<file path="src/rtl/fts_pkg.sv">
package fts_pkg;

  typedef struct packed {
    logic row_en;
    logic integ;
    logic fire_out;
    logic adc_cs_n;
  } strobes_t;

  localparam strobes_t STROBES_IDLE = '{row_en: 1'b0, integ: 1'b0, fire_out: 1'b0, adc_cs_n: 1'b1};

  // half-open window [start, start+len)
  function automatic logic in_window(input int unsigned c, input int unsigned start,
                                     input int unsigned len);
    return (c >= start) && (c < start + len);
  endfunction

  // window open from start until the frame wraps
  function automatic logic from_on(input int unsigned c, input int unsigned start);
    return c >= start;
  endfunction

  function automatic strobes_t decode_strobes(input int unsigned c,
                                              input int unsigned row_at,
                                              input int unsigned int_at, input int unsigned int_len,
                                              input int unsigned out_at, input int unsigned out_len,
                                              input int unsigned cs_at, input int unsigned cs_len);
    strobes_t s;
    s.row_en   = from_on(c, row_at);
    s.integ    = in_window(c, int_at, int_len);
    s.fire_out = in_window(c, out_at, out_len);
    s.adc_cs_n = ~in_window(c, cs_at, cs_len);
    return s;
  endfunction

  // divider limit: a zero ratio behaves as one
  function automatic int unsigned div_limit(input int unsigned ratio);
    return (ratio == 0) ? 0 : ratio - 1;
  endfunction

endpackage

</file>
<file path="src/rtl/fts_edge_detect.sv">
module fts_edge_detect #(
  parameter bit SCLK_ASYNC  = 1'b1,
  parameter int SYNC_STAGES = 2
) (
  input  logic clk,
  input  logic rst_n,
  input  logic sclk_i,
  output logic tick_o
);
  logic sclk_s;
  logic sclk_prev;

  generate
    if (SCLK_ASYNC) begin : g_sync
      logic [SYNC_STAGES-1:0] sync_q;
      always_ff @(posedge clk or negedge rst_n) begin
        if (!rst_n) sync_q <= '0;
        else        sync_q <= {sync_q[SYNC_STAGES-2:0], sclk_i};
      end
      assign sclk_s = sync_q[SYNC_STAGES-1];
    end else begin : g_direct
      assign sclk_s = sclk_i;
    end
  endgenerate

  always_ff @(posedge clk or negedge rst_n) begin
    if (!rst_n) sclk_prev <= 1'b0;
    else        sclk_prev <= sclk_s;
  end

  assign tick_o = sclk_s & ~sclk_prev;
endmodule

</file>
<file path="src/rtl/fts_frame_ctr.sv">
module fts_frame_ctr
  import fts_pkg::*;
#(
  parameter int CW      = 16,
  parameter int ROW_AT  = 100,
  parameter int INT_AT  = 100,
  parameter int INT_LEN = 25,
  parameter int OUT_AT  = 125,
  parameter int OUT_LEN = 5,
  parameter int CS_AT   = 125,
  parameter int CS_LEN  = 32
) (
  input  logic          clk,
  input  logic          rst_n,
  input  logic          run_i,
  input  logic          tick_i,
  input  logic [CW-1:0] last_i,
  output logic [CW-1:0] cnt_o,
  output logic          wrap_o,
  output strobes_t      strobes_o
);
  logic [CW-1:0] cnt_q;
  logic [CW-1:0] cnt_nxt;
  strobes_t      strb_q;

  assign wrap_o  = run_i & tick_i & (cnt_q == last_i);
  assign cnt_nxt = (cnt_q == last_i) ? '0 : cnt_q + CW'(1);

  always_ff @(posedge clk or negedge rst_n) begin
    if (!rst_n) begin
      cnt_q  <= '0;
      strb_q <= STROBES_IDLE;
    end else if (!run_i) begin
      cnt_q  <= '0;
      strb_q <= STROBES_IDLE;
    end else if (tick_i) begin
      cnt_q  <= cnt_nxt;
      strb_q <= decode_strobes(32'(cnt_nxt), ROW_AT, INT_AT, INT_LEN,
                               OUT_AT, OUT_LEN, CS_AT, CS_LEN);
    end
  end

  assign cnt_o     = cnt_q;
  assign strobes_o = strb_q;
endmodule

</file>
<file path="src/rtl/fts_clk_div.sv">
module fts_clk_div
  import fts_pkg::*;
#(
  parameter int DW = 16
) (
  input  logic          clk,
  input  logic          rst_n,
  input  logic          run_i,
  input  logic          tick_i,
  input  logic [DW-1:0] ratio_i,
  output logic          div_clk_o,
  output logic          flip_o
);
  logic [DW-1:0] dcnt_q;
  logic [DW-1:0] limit;
  logic          dclk_q;

  assign limit  = DW'(div_limit(32'(ratio_i)));
  assign flip_o = run_i & tick_i & (dcnt_q >= limit);

  always_ff @(posedge clk or negedge rst_n) begin
    if (!rst_n) begin
      dcnt_q <= '0;
      dclk_q <= 1'b0;
    end else if (!run_i) begin
      dcnt_q <= '0;
      dclk_q <= 1'b0;
    end else if (tick_i) begin
      if (dcnt_q >= limit) begin
        dcnt_q <= '0;
        dclk_q <= ~dclk_q;
      end else begin
        dcnt_q <= dcnt_q + DW'(1);
      end
    end
  end

  assign div_clk_o = dclk_q;
endmodule

</file>
<file path="src/rtl/fts_sequencer.sv">
module fts_sequencer
  import fts_pkg::*;
#(
  parameter bit SCLK_ASYNC  = 1'b1,
  parameter int SYNC_STAGES = 2,
  parameter int CW          = 16,
  parameter int DW          = 16,
  parameter int ROW_AT      = 100,
  parameter int INT_AT      = 100,
  parameter int INT_LEN     = 25,
  parameter int OUT_AT      = 125,
  parameter int OUT_LEN     = 5,
  parameter int CS_AT       = 125,
  parameter int CS_LEN      = 32
) (
  input  logic          clk,
  input  logic          rst_n,
  input  logic          run_i,
  input  logic          sclk_i,
  input  logic [CW-1:0] frame_last_i,
  input  logic [DW-1:0] row_div_i,
  output logic          row_en_o,
  output logic          integ_o,
  output logic          fire_out_o,
  output logic          adc_cs_n_o,
  output logic          row_clk_o
);
  // named internal events, visible to the checker
  logic          edge_tick;
  logic          frame_wrap;
  logic          row_flip;
  logic [CW-1:0] frame_cnt;
  strobes_t      strobes;

  fts_edge_detect #(.SCLK_ASYNC(SCLK_ASYNC), .SYNC_STAGES(SYNC_STAGES)) u_edge (
    .clk(clk), .rst_n(rst_n), .sclk_i(sclk_i), .tick_o(edge_tick)
  );

  fts_frame_ctr #(
    .CW(CW), .ROW_AT(ROW_AT), .INT_AT(INT_AT), .INT_LEN(INT_LEN),
    .OUT_AT(OUT_AT), .OUT_LEN(OUT_LEN), .CS_AT(CS_AT), .CS_LEN(CS_LEN)
  ) u_frame (
    .clk(clk), .rst_n(rst_n), .run_i(run_i), .tick_i(edge_tick),
    .last_i(frame_last_i), .cnt_o(frame_cnt), .wrap_o(frame_wrap), .strobes_o(strobes)
  );

  fts_clk_div #(.DW(DW)) u_div (
    .clk(clk), .rst_n(rst_n), .run_i(run_i), .tick_i(edge_tick),
    .ratio_i(row_div_i), .div_clk_o(row_clk_o), .flip_o(row_flip)
  );

  assign row_en_o   = strobes.row_en;
  assign integ_o    = strobes.integ;
  assign fire_out_o = strobes.fire_out;
  assign adc_cs_n_o = strobes.adc_cs_n;
endmodule

</file>
<file path="config.mk">
export PLATFORM = sky130hd
export DESIGN_NAME = fts_sequencer
export DESIGN_NICKNAME = d
export VERILOG_FILES = /design/src/rtl/fts_pkg.sv /design/src/rtl/fts_edge_detect.sv /design/src/rtl/fts_frame_ctr.sv /design/src/rtl/fts_clk_div.sv /design/src/rtl/fts_sequencer.sv
export SDC_FILE = /design/constraint.sdc
export NUM_CORES = 1
export LEC_CHECK = 0
export BUFFER_PORTS_ARGS = -buffer_cell sky130_fd_sc_hd__buf_2
export CORE_ASPECT_RATIO = 0.7
export CORE_UTILIZATION = 50
export CTS_CLUSTER_DIAMETER = 30
export CTS_CLUSTER_SIZE = 10
export DETAILED_ROUTE_END_ITERATION = 8
export PLACE_DENSITY = 0.73
export SETUP_SLACK_MARGIN = 0.3
export SKIP_CTS_REPAIR_TIMING = 1
export SLEW_MARGIN = 0
export SYNTH_ARGS = -nofsm -noshare
export SYNTH_HDL_FRONTEND = slang
export SYNTH_SLANG_ARGS = --single-unit
</file>
<file path="constraint.sdc">
create_clock -name clk -period 2.21 [get_ports clk]
set_input_delay 0.221 -clock clk [delete_from_list [all_inputs] [get_ports clk]]
set_output_delay 0.221 -clock clk [all_outputs]
set_load 0.03 [all_outputs]
</file>
== Yosys cells after proc, flatten, opt, wreduce, memory -nomap -nowiden ==
Index checks and enable logic that the tools add are counted.
Cells by class
  reductions and logical operators: 5
  equal/unequal tests: 3
  add/subtract/negate cells: 3
  order comparisons: 6
  muxes and demuxes: 12
  bitwise logic cells: 4
Operator list (number)
  16-bit two-way mux: 7
  16-bit by 1-bit adder with 16-bit output, second input constant: 2
  16-bit by 7-bit greater-or-equal comparator with 1-bit output, second input constant: 2
  16-bit by 8-bit less-than comparator with 1-bit output, second input constant: 2
  16-bit equality test: 1
  16-bit greater-or-equal comparator: 1
  16-bit logical NOT: 1
  16-bit by 7-bit less-than comparator with 1-bit output, second input constant: 1
  16-bit by 1-bit subtractor with 16-bit output, second input constant: 1
  4-bit two-way mux: 2
  2-bit by 1-bit != test with 1-bit output, second input constant: 2
  1-bit logical AND: 3
  1-bit two-way mux: 3
  1-bit NOT: 3
  2-bit AND reduction: 1
  1-bit bitwise AND: 1
Word-level totals
  register bits after elaboration: 40
  word-level logic and storage cells: 42
  input bits: 36

== Longest topological paths before layout ==
  depth in word-level cells: 7
  gate-level depth with buffers: 15
  depth with buffers taken out: 14

== Cells and area by module ==
From an unflattened synthesis, not the netlist that was laid out.
Unflattened totals
  cell total of the unflattened synthesis: 395
  area, all modules: 3463.3 sq um
Modules (own cells, without submodules)
  fts_frame_ctr: cells an instance 198, instances 1, area an instance 1712.9 sq um
  fts_clk_div: cells an instance 193, instances 1, area an instance 1661.6 sq um
  fts_edge_detect: cells an instance 4, instances 1, area an instance 88.8 sq um

== Worst setup path after synthesis ==
No wires, ideal clock.
  kind: input-to-reg
  start point: input port row_div_i[9]
  end point: register u_div.dcnt_q[10]
  setup slack: -1.732 ns
  data arrival time: 3.869 ns
  library setup time: 0.072 ns
  stages: 14
  cells stage by stage: or4_4 -> or3_4 -> or4_4 -> or3_4 -> buf_6 -> nand2_1 -> ha_1 -> a2111oi_0 -> o21ai_0 -> a221o_1 -> a21oi_1 -> nor2_1 -> clkbuf_1 -> nor2_1
On the way
  cells in the longest elaborated chain, start to end: 6
  elaborated cells on any way between the ends: 7
  classes of those cells: add/sub: 1; order compare: 1; mux: 4; reduce/logical: 1
RTL lines
  start: declaration: RTL line fts_sequencer.sv:21  | input logic [DW-1:0] row_div_i,
  16-bit by 1-bit subtractor with 16-bit output / 16-bit logical NOT (equally long branches): RTL line fts_pkg.sv:38  | return (ratio == 0) ? 0 : ratio - 1;
  16-bit two-way mux (*): RTL line fts_pkg.sv:38
  16-bit greater-or-equal comparator (*)
  16-bit two-way mux (*): RTL line fts_clk_div.sv:29  | if (dcnt_q >= limit) begin
  16-bit two-way mux (*): RTL line fts_clk_div.sv:28  | end else if (tick_i) begin
  16-bit two-way mux (*): RTL line fts_clk_div.sv:25  | end else if (!run_i) begin
  end signal: assignment: RTL line fts_clk_div.sv:33  | dcnt_q <= dcnt_q + DW'(1);
  end: declaration: RTL line fts_clk_div.sv:14  | logic [DW-1:0] dcnt_q;
Every way passes the cells marked *; elsewhere a longest branch is shown, timed or not. The select of a mux whose other input is x is not followed.
A chain may end at the register's enable or synchronous reset.

== Worst setup path after layout ==
  start point: input port row_div_i[9]
  end point: register u_div.dcnt_q[3]
The elaborated chain is that of the path after synthesis.

==> results.md <==
* Final #Nets at 539
* Row count at 23
* Setup total negative slack at -22.36 ns
* Fin area at 4530 um2
* Met1 wire length at 4.51 mm
* Largest net degree at the start of global routing at 41
* Final setup margin at -1.35 ns
* Hpwl dp at 6.68 mm
* Final Slew Violations at 0
* Wire per inst at 18.1 um
* RSZ-0062 raised after global routing: yes
* #FFs+latches synth at 40
* Die H at 68.0 um
* Top FF cell, synth: dfrtp_1
* Synthesis Warnings at 0
* Slowest stage delay, CP at 0.53 ns
* Crit path time final at around 3.6 ns
* WP data required at 2.45 ns
* Share of layout cells above drive strength 1 at 42.4%
* Vias in the first global route at 2,813
* Status: finished with violations
* Filler-free cell count of the finished design at 559
* Global route overflow at 0
* Asr flop ratio synth at 100%
* FILL cells at 390
* Switching share of power at 28.9%
* Top cell type's share of synthesized area at 31.4%
* Slew HR at a little under two fifths
* # clock sinks at 40
* # Max-Cap Violations at 0
* Comb power frac at approximately 20%
* Die area at roughly 6500 um2
* Initial antenna violation count at 0
* Top cells by area, synth: dfrtp_1 31%, xor2_1 11%, ha_1 8.0%
* Core area at 5870 um2
* Final Power at 1.76 mW
* Worst EP arrival at 3.80 ns
* Clock share of power at 36.5%
* GRT Total Usage at 28.2%
* PD cells at 389 nW/um2
* Vias at 3,320
* Seq/Total Area, Yosys at 32.2%
* N_diodes at 0
* Worst skew pair latency at roughly 0.30 ns
* Max Fclk at between 200 and 300 MHz
* Setup Skew at 0.00446 ns
* Post-Syn Nets at 433
* Final WL at about 10 mm
* Peak fanout along the critical path at 8
* CTS tree: yes
* Commonest cells post-synth: 60 x nand2_1, 40 x xor2_1, 39 x dfrtp_1
* Clock slew at the register clock pins of the worst setup and hold paths at 0.09 ns
* Setup-failing EPs final at 30
* Cell count after placement at 530
* First-pass GRT wire length at about 14 mm
* Cts bufs inserted at 5
* Post-synth EDFFs at 0
* H-tree lvl count at 2
* CP Class: input pin to flip-flop
* Maximum vdd drop at 0.423 mV
* Area grow syn2layout at 45.6%
* Routed Antenna Nets at 0
* Area leader, netlist: dfrtp_1
* Sequential share of power at roughly 43%
* Hold slack at 0.0203 ns
* RePlAce Congestion at 0.886
* Placed Area at 3860 um2
* Top Ports at 41
* Starting Density at 53.0%
* Worst slew pin tran at 0.926 ns
* IO Port Bufs at 40
* Fin util at between 70% and 80%
* Die X at 96.3 um
* Worst setup SP type: input pin
* P_sw at 508 uW
* Post-Synthesis Cell Area at 3110 um2
* Worst path cell trace: buf_6 -> or4_4 -> or3_4 -> or4_4 -> or3_4 -> buf_12 -> nand2_4 -> ha_4 -> a2111oi_4 -> o21ai_1 -> a221o_1 -> a21oi_4 -> buf_6 -> a21o_1 -> a22o_1
* Syn_area_per_cell at ~8.2 um2
* Top-count cell post-synth: nand2_1
* Internal power at 1.25 mW
* Post-Place Setup Slack at -1.65 ns
* Uppermost routed layer: met4
* # DRC at 0
* Number of library cell types mapped by synthesis at between 40 and 50
* Failing checks: setup timing
* Final Cycle Share at 161%
* Worst hold-check path type: input pin to flip-flop
* Worst path slowest cell: or4_4
* Drt pass-1 iters at 5
* Max clock buf depth at 2
* Mapped Cells at roughly 380
* Routed vias/inst at between 5 and 6
* Worst setup EP type: flip-flop
* Root Driver: clkbuf_8
* P_leak at 2.14 nW
* Met2 WL post-DR at 4.82 mm
* Initial DRC count at between 150 and 200
* Final Hold Viols at 0
* Met3 wire length at 648 um
[flip-flops by register name, summed over array words and instances (netlist names)]
register / count
u_div.dcnt_q: 16
u_div.div_clk_o: 1
u_edge.g_sync.sync_q: 2
u_edge.sclk_prev: 1
u_frame.cnt_o: 16
u_frame.strobes_o: 4
[power groups by stage]
stage	Combinational [mW]	Clock, mW	Sequential [mW]
after detailed placement	0.286	0	0.776
after global routing	0.379	0.674	0.765
after CTS	0.287	0.637	0.763
final	0.352	0.643	0.765
after global placement	0.276	0	0.776
after floorplan	0.132	0	0.780
[critical path: cells and delay by family]
kind            cells  cell delay [ns]
compound gates      6             1.22
simple gates        5             1.74
fa+ha+maj           1             0.20
buf+inv             3             0.40
[layer usage]
layer | global-route usage, % | vias up
met5 | 0 | -
met4 | 3.92 | 0
met3 | 4.33 | 21
met2 | 41.4 | 143
met1 | 44.1 | 1604
li1 | - | 1552
[logic make-up (layout without fill, tap and decap cells)]
group / count (synthesis) / in the layout / share of synthesized area (%)
XOR/XNOR: 50 / 50 / 14.1
multiplexers: 2 / 2 / 0.644
AO/OA/AOI/OAI: 73 / 73 / 15.1
AND/OR/NAND/NOR: 165 / 165 / 26.3
buffers and inverters: 27 / 134 / 3.58
adder cells (fa/ha/maj): 20 / 20 / 8.05
flip-flops: 40 / 40 / 32.2
[layout by cell type (no fill, tap or decap), types with 6 or more instances in the layout]
| cell | count |
|---|---|
| a21oi_1 | 8 |
| buf_2 | 39 |
| buf_4 | 62 |
| buf_6 | 14 |
| dfrtp_1 | 32 |
| dfrtp_2 | 7 |
| ha_1 | 16 |
| inv_1 | 6 |
| nand2_1 | 56 |
| nand3_1 | 15 |
| nand4_1 | 9 |
| nor2_1 | 18 |
| nor2_2 | 9 |
| nor3_1 | 10 |
| nor4_1 | 6 |
| o21ai_1 | 9 |
| o21ai_2 | 14 |
| xnor2_1 | 9 |
| xor2_1 | 40 |
[path summary, 6_finish.rpt]
kind,slack (ns),endpoint,cells past startpoint,from
worst max-delay path,-1.35,u_div.dcnt_q[3],15,row_div_i[9]
max in group asynchronous,1.52,u_frame.cnt_o[3],1,rst_n
worst min register to register,0.35,u_edge.g_sync.sync_q[1],0,u_edge.g_sync.sync_q[0]
worst max register to register,-0.08,u_frame.cnt_o[4],9,u_frame.cnt_o[12]
min in group asynchronous,0.05,u_frame.cnt_o[10],1,rst_n
worst min-delay path,0.02,u_edge.g_sync.sync_q[0],1,sclk_i
[area by class of cell]
class	count	area, um2	share of cell area (%)
Clock buffer	5	68.8	1.52
Multi-Input combinational cell	310	2380	52.6
Timing Repair Buffer	119	898	19.8
Inverter	7	26.3	0.580
Sequential cell	40	1010	22.3
Tap cell	75	93.8	2.07
Clock inverter	3	47.5	1.05
No activity file was read; power rests on OpenSTA's default activity.
